## config.mk

```make
export PLATFORM = sky130hd
export DESIGN_NAME = rr_xlate_tlb
export DESIGN_NICKNAME = d
export VERILOG_FILES = /design/src/rtl/xl_pkg.sv /design/src/rtl/xl_tag_match.sv /design/src/rtl/xl_access_check.sv /design/src/rtl/rr_xlate_tlb.sv
export SDC_FILE = /design/constraint.sdc
export NUM_CORES = 1
export LEC_CHECK = 0
export BUFFER_PORTS_ARGS = -buffer_cell sky130_fd_sc_hd__buf_2
export CORE_MARGIN = 2
export CORE_UTILIZATION = 53
export CTS_CLUSTER_SIZE = 10
export DETAILED_ROUTE_END_ITERATION = 10
export PLACE_DENSITY = 0.8
export SYNTH_ARGS = -nofsm -noshare
export SYNTH_HDL_FRONTEND = slang
export SYNTH_SLANG_ARGS = --single-unit
```

## constraint.sdc

```tcl
create_clock -name clk -period 3.2 [get_ports clk]
set_input_delay 0.48 -clock clk [delete_from_list [all_inputs] [get_ports clk]]
set_output_delay 0.48 -clock clk [all_outputs]
set_load 0.01 [all_outputs]
```

## src/rtl/xl_pkg.sv

```systemverilog
package xl_pkg;

    typedef enum logic [1:0] {
        ACC_FETCH = 2'd0,
        ACC_LOAD  = 2'd1,
        ACC_STORE = 2'd2,
        ACC_RSVD  = 2'd3
    } acc_kind_e;

    localparam logic [1:0] CAUSE_PAGE_FAULT = 2'd1;
    localparam logic [1:0] CAUSE_UNALIGNED  = 2'd2;

    // page-table word layout
    localparam int PTE_V_BIT = 31;
    localparam int PTE_R_BIT = 30;
    localparam int PTE_W_BIT = 29;
    localparam int PTE_X_BIT = 28;

    typedef struct packed {
        logic r;
        logic w;
        logic x;
    } perm_t;

    typedef enum logic {
        WS_IDLE = 1'b0,
        WS_WAIT = 1'b1
    } walk_e;

endpackage

```

## src/rtl/xl_tag_match.sv

```systemverilog
module xl_tag_match #(
    parameter int N     = 4,
    parameter int VPN_W = 4,
    parameter int PPN_W = 4
) (
    input  logic                      clk,
    input  logic                      rst_n,
    input  logic [N-1:0]              vld,
    input  logic [N-1:0][VPN_W-1:0]   vpn_tab,
    input  logic [N-1:0][PPN_W-1:0]   ppn_tab,
    input  logic [N-1:0][2:0]         perm_tab,
    input  logic [VPN_W-1:0]          look_vpn,
    output logic [N-1:0]              hit_vec,
    output logic                      hit,
    output logic [PPN_W-1:0]          hit_ppn,
    output logic [2:0]                hit_perm
);

    // every slot compared at once
    for (genvar g = 0; g < N; g++) begin : g_cmp
        assign hit_vec[g] = vld[g] && (vpn_tab[g] == look_vpn);
    end

    assign hit = |hit_vec;

    always_comb begin
        hit_ppn  = '0;
        hit_perm = '0;
        for (int i = 0; i < N; i++) begin
            if (hit_vec[i]) begin
                hit_ppn  = hit_ppn | ppn_tab[i];
                hit_perm = hit_perm | perm_tab[i];
            end
        end
    end

    // fills only happen on a miss, so a page is never held twice
    p_single_match_r8: assert property (@(posedge clk) disable iff (!rst_n)
        $onehot0(hit_vec));

endmodule

```

## src/rtl/xl_access_check.sv

```systemverilog
module xl_access_check
    import xl_pkg::*;
(
    input  acc_kind_e  kind,
    input  logic [1:0] low_bits,
    input  perm_t      perm,
    output logic       misaligned,
    output logic       perm_fault
);

    assign misaligned = (low_bits != 2'b00);

    always_comb begin
        unique case (kind)
            ACC_FETCH: perm_fault = !perm.x;
            ACC_STORE: perm_fault = !perm.w;
            default:   perm_fault = !perm.r;
        endcase
    end

endmodule

```

## src/rtl/rr_xlate_tlb.sv

```systemverilog
module rr_xlate_tlb
    import xl_pkg::*;
#(
    parameter int VA_W    = 8,
    parameter int PPN_W   = 4,
    parameter int ENTRIES = 4,
    parameter int WORD_W  = 32
) (
    input  logic                  clk,
    input  logic                  rst_n,
    input  logic                  req_valid,
    input  logic [VA_W-1:0]       req_vaddr,
    input  logic [1:0]            req_kind,
    output logic                  req_done,
    output logic [PPN_W+3:0]      req_paddr,
    output logic                  req_exc,
    output logic [1:0]            req_cause,
    output logic                  mem_rd,
    output logic [PPN_W+3:0]      mem_addr,
    input  logic                  mem_rvalid,
    input  logic [WORD_W-1:0]     mem_rdata
);

    localparam int OFF_W = 4;
    localparam int VPN_W = VA_W - OFF_W;
    localparam int PA_W  = PPN_W + OFF_W;
    localparam int PTA_W = VPN_W + 2;
    localparam int IDX_W = (ENTRIES > 1) ? $clog2(ENTRIES) : 1;
    localparam logic [IDX_W-1:0] LAST_IDX = IDX_W'(ENTRIES - 1);

    typedef struct packed {
        logic [ENTRIES-1:0]             vld;
        logic [ENTRIES-1:0][VPN_W-1:0]  vpn;
        logic [ENTRIES-1:0][PPN_W-1:0]  ppn;
        perm_t [ENTRIES-1:0]            perm;
        logic [IDX_W-1:0]               nxt;
        walk_e                          fsm;
    } state_t;

    state_t st_d, st_q;

    logic [VPN_W-1:0]   look_vpn;
    logic [ENTRIES-1:0] hit_vec;
    logic               hit;
    logic [PPN_W-1:0]   hit_ppn;
    logic [2:0]         hit_perm_raw;
    perm_t              hit_perm;
    logic               misaligned;
    logic               perm_fault;
    logic               pte_valid;
    perm_t              pte_perm;
    logic [PPN_W-1:0]   pte_ppn;
    logic               unused_pte_bits;

    assign look_vpn  = req_vaddr[VA_W-1:OFF_W];
    assign hit_perm  = perm_t'(hit_perm_raw);
    assign pte_valid = mem_rdata[PTE_V_BIT];
    assign pte_perm  = '{r: mem_rdata[PTE_R_BIT], w: mem_rdata[PTE_W_BIT], x: mem_rdata[PTE_X_BIT]};
    assign pte_ppn   = mem_rdata[PPN_W-1:0];
    assign unused_pte_bits = ^mem_rdata[PTE_X_BIT-1:PPN_W];

    xl_tag_match #(
        .N     (ENTRIES),
        .VPN_W (VPN_W),
        .PPN_W (PPN_W)
    ) u_match (
        .clk      (clk),
        .rst_n    (rst_n),
        .vld      (st_q.vld),
        .vpn_tab  (st_q.vpn),
        .ppn_tab  (st_q.ppn),
        .perm_tab (st_q.perm),
        .look_vpn (look_vpn),
        .hit_vec  (hit_vec),
        .hit      (hit),
        .hit_ppn  (hit_ppn),
        .hit_perm (hit_perm_raw)
    );

    xl_access_check u_check (
        .kind       (acc_kind_e'(req_kind)),
        .low_bits   (req_vaddr[1:0]),
        .perm       (hit_perm),
        .misaligned (misaligned),
        .perm_fault (perm_fault)
    );

    assign mem_addr = PA_W'({look_vpn, 2'b00});

    always_comb begin
        st_d      = st_q;
        req_done  = 1'b0;
        req_exc   = 1'b0;
        req_cause = 2'd0;
        req_paddr = '0;
        mem_rd    = 1'b0;
        unique case (st_q.fsm)
            WS_IDLE: begin
                if (req_valid) begin
                    if (misaligned) begin
                        req_done  = 1'b1;
                        req_exc   = 1'b1;
                        req_cause = CAUSE_UNALIGNED;
                    end else if (hit) begin
                        req_done = 1'b1;
                        if (perm_fault) begin
                            req_exc   = 1'b1;
                            req_cause = CAUSE_PAGE_FAULT;
                        end else begin
                            req_paddr = {hit_ppn, req_vaddr[OFF_W-1:0]};
                        end
                    end else begin
                        mem_rd    = 1'b1;
                        st_d.fsm  = WS_WAIT;
                    end
                end
            end
            WS_WAIT: begin
                if (mem_rvalid) begin
                    st_d.fsm = WS_IDLE;
                    if (pte_valid) begin
                        st_d.vld[st_q.nxt]  = 1'b1;
                        st_d.vpn[st_q.nxt]  = look_vpn;
                        st_d.ppn[st_q.nxt]  = pte_ppn;
                        st_d.perm[st_q.nxt] = pte_perm;
                        st_d.nxt = (st_q.nxt == LAST_IDX) ? '0 : st_q.nxt + IDX_W'(1);
                    end else begin
                        req_done  = 1'b1;
                        req_exc   = 1'b1;
                        req_cause = CAUSE_PAGE_FAULT;
                    end
                end
            end
            default: st_d.fsm = WS_IDLE;
        endcase
    end

    always_ff @(posedge clk or negedge rst_n) begin
        if (!rst_n) begin
            st_q <= '0;
        end else begin
            st_q <= st_d;
        end
    end

    // a walk is never started for a misaligned address
    p_rd_aligned_r2: assert property (@(posedge clk) disable iff (!rst_n)
        mem_rd |-> (req_vaddr[1:0] == 2'b00));

    // the access is not finished in the cycle the walk starts
    p_rd_no_done_r4: assert property (@(posedge clk) disable iff (!rst_n)
        mem_rd |-> !req_done);

    // one read per walk
    p_rd_single_r4: assert property (@(posedge clk) disable iff (!rst_n)
        mem_rd |=> !mem_rd);

    // pointer steps by one, wrapping, after a fill
    p_fill_advance_r7: assert property (@(posedge clk) disable iff (!rst_n)
        (st_q.fsm == WS_WAIT && mem_rvalid && pte_valid) |=>
        (st_q.nxt == (($past(st_q.nxt) == LAST_IDX) ? '0 : $past(st_q.nxt) + IDX_W'(1))));

    // an invalid table word installs nothing
    p_fault_nofill_r5: assert property (@(posedge clk) disable iff (!rst_n)
        (st_q.fsm == WS_WAIT && mem_rvalid && !pte_valid) |=>
        ($stable(st_q.vld) && $stable(st_q.nxt)));

    // a completed access in the idle state leaves the held translations alone
    p_idle_done_hold_r6: assert property (@(posedge clk) disable iff (!rst_n)
        (st_q.fsm == WS_IDLE && req_done) |=> $stable(st_q));

endmodule

```

==> impl_metrics.yaml <==
run_status:
  status: "finished clean"
sta:
  setup_tns_ns: 0
  hold_ws_ns: 0.2442
  setup_viol: 0
  finClkSkew_ns: 0.003080
  maxSlewHeadroom_pct: 49.13
  hold_viol: 0
  tightestPinTransition_ns: 0.7631
  drv_slew: 0
  rsz0062_at_grt: "no"
  max_clock_freq_ghz: 0.3432
  min_period_over_period_pct: 91.05
  period_minus_slack_ns: 2.914
logic_synthesis:
  seq_area_frac_synth_pct: 48.23
  synthMuxAreaShare_pct: 18.72
  synth_edf_count: 0
  synth_top_area_share_pct: 48.23
  synth_flop_cell: "dfrtp_1"
  syn-instance-count: 218
  ys_warn_count: 0
  ys_ff_latch: 51
  ys_types: 37
  syn_area_per_cell_um2: 12.14
  synthesis.area_um2: 2646
  synth_top_cells_by_area: "dfrtp_1 48%, mux2_2 19%, buf_4 3.1%, nor3_2 3.0%, xnor2_1 3.0%"
  synth-compound-area-share_pct: 6.241
  synth-simple-area-share_pct: 12.43
  synth.most_common_cell: "dfrtp_1"
  synthAdderAreaFrac_pct: 1.891
  synth-xor-area-share_pct: 4.965
  synth_largest_area_cell: "dfrtp_1"
  synth_top_family_by_area: "multiplexers"
  yosys-top-cells-count: "51 x dfrtp_1, 44 x mux2_2, 12 x inv_1"
  synth_async_sr_flop_share_pct: 100.0
die:
  start_util_pct: 55.66
  rows: 25
  dieHeight_um: 74.66
  die_x_um: 74.66
  core_area_um2: 4755
  ios: 67
  fp.dieArea_um2: 5574
global_routing:
  grt_pass1_vias: 1587
  grt_pass1_wl_mm: 7.472
  track_usage_pct: 18.50
  antenna_found_initial: 0
  grt_max_degree: 35
  grt_remaining_overflow: 0
cells_and_area:
  utilization_pct: 60.71
  regMostFlops: "st_q"
  area_growth_pct: 9.078
  top_regs: "st_q: 51 flops"
  drive_gt1_share_pct: 41.53
  largest_register_ffs: 51
  fin_nets: 297
  antenna_cells: 0
critical_path:
  timing.rr.end: "st_q[0]"
  crit_type: "flip-flop to output port"
  cp_max_fo: 6
  worstPathArrival_ns: 2.43
  cp-start-kind: "flip-flop"
  reg2reg_slack_ns: 1.29
  required_ns: 2.72
  worstRegToRegCells: 6
  reg2reg_from: "st_q[43]"
  worst_setup_path_end_kind: "output port"
cts:
  cts_tree: "done"
  cts.clk_slew.worst_paths_ns: 0.09
  root_buffer: "clkbuf_8"
  cts_buffers: 5
  h-tree-depth: 2
  cts_setup_buffers: 0
  clock-sinks: 51
  clk_path_buf_depth: 2
  clk_latency_ns: 0.30
  cts_resized: 0
  hold_buffers: 0
pwr:
  leakage_nw: 1.401
  power_w: 0.002016
  ir_drop_v: 0.0004023
  pwr_density_cell_nw_per_um2: 698.3
placement:
  port_buffers: 36
  hpwl_mm: 3.468
  place.gp.congestion: 0.7490
route:
  wl_mm: 4.796
  ant_nets: 0
  drtIter0Drc: 59
  drt-pass1-iter-count: 4
  vias: 1682
  avgRoutedWirePerCell_um: 15.23
  avgViaCountPerCell: 5.340
  drc: 0
worst_hold_path:
  hold_path_class: "input pin to async pin"
run:
  maxCapViolCount: 0
worst max-delay path by stage:
stage | slack [ns] | cells past startpoint | end | startpoint
after global placement | 0.33 | 8 | req_paddr[7] | req_vaddr[6]
after global routing | 0.11 | 7 | req_paddr[4] | st_q[41]
final | 0.29 | 7 | req_paddr[4] | st_q[41]
after floorplan | 0.55 | 9 | req_paddr[4] | req_vaddr[5]
after detailed placement | 0.30 | 8 | req_paddr[4] | req_vaddr[6]
after CTS | 0.26 | 7 | req_paddr[4] | st_q[41]
area by class of cell:
class	instances	area, um2
Sequential cell	51	1276
Tap cell	67	83.83
Clock buffer	6	72.57
Inverter	12	45.04
Fill cell	423	1868
Clock inverter	2	12.51
Multi-Input combinational cell	138	1194
Timing Repair Buffer	39	202.7
stage by stage:
step / cell area (um2) / cells / setup WS [ns]
after floorplan: 2665 / 223 / 0.5549
after global placement: 2801 / 307 / 0.3310
after detailed placement: 2801 / 307 / 0.2998
after CTS: 2887 / 315 / 0.2600
after global routing: 2887 / 315 / 0.1125
final: 2887 / 315 / 0.2863
power breakdown:
part | switching, W | internal (W) | leakage [nW]
sequential | 0.000147 | 0.000904 | 0.658
combinational | 0.000280 | 0.000325 | 0.701
clock | 0.000206 | 0.000153 | 0.0412
total | 0.000634 | 0.00138 | 1.40
cells in the final DEF, fill, tap and decap left out, types with 4 or more instances in the layout:
master and count:
inv_1 12, mux2_2 44, xor2_1 6, conb_1 6, nor3_2 8, nand2_1 9, xnor2_1 9, ha_1 4
clkbuf_8 5, buf_2 36, dfrtp_1 51, a221oi_1 4, nor2_1 5, a22o_1 4, nand2b_1 6
critical path, stage by stage, from the launching register on:
cell     delay [ns]
dfrtp_1        0.39
xor2_1         0.15
nor3_2         0.27
and3_1         0.31
nor4_2         0.09
or4_4          0.57
nor3_2         0.20
buf_2          0.15
kinds of logic after synthesis:
| logic type | Yosys count |
|---|---|
| AO/OA/AOI/OAI | 19 |
| XOR/XNOR | 15 |
| adder cells (fa/ha/maj) | 4 |
| buffers and inverters | 34 |
| flip-flops | 51 |
| multiplexers | 44 |
| other | 1 |
| AND/OR/NAND/NOR | 50 |
per-layer routing:
metal  share of wire (%)  up-vias  GRT usage (%)
met5                   0        -              0
met4                 1.0        0          5.952
met3                 3.3        7          4.016
met2                  49       34          30.97
met1                  47      841          24.19
li1                    -      800              -
Power figures use the tool's default switching activity.
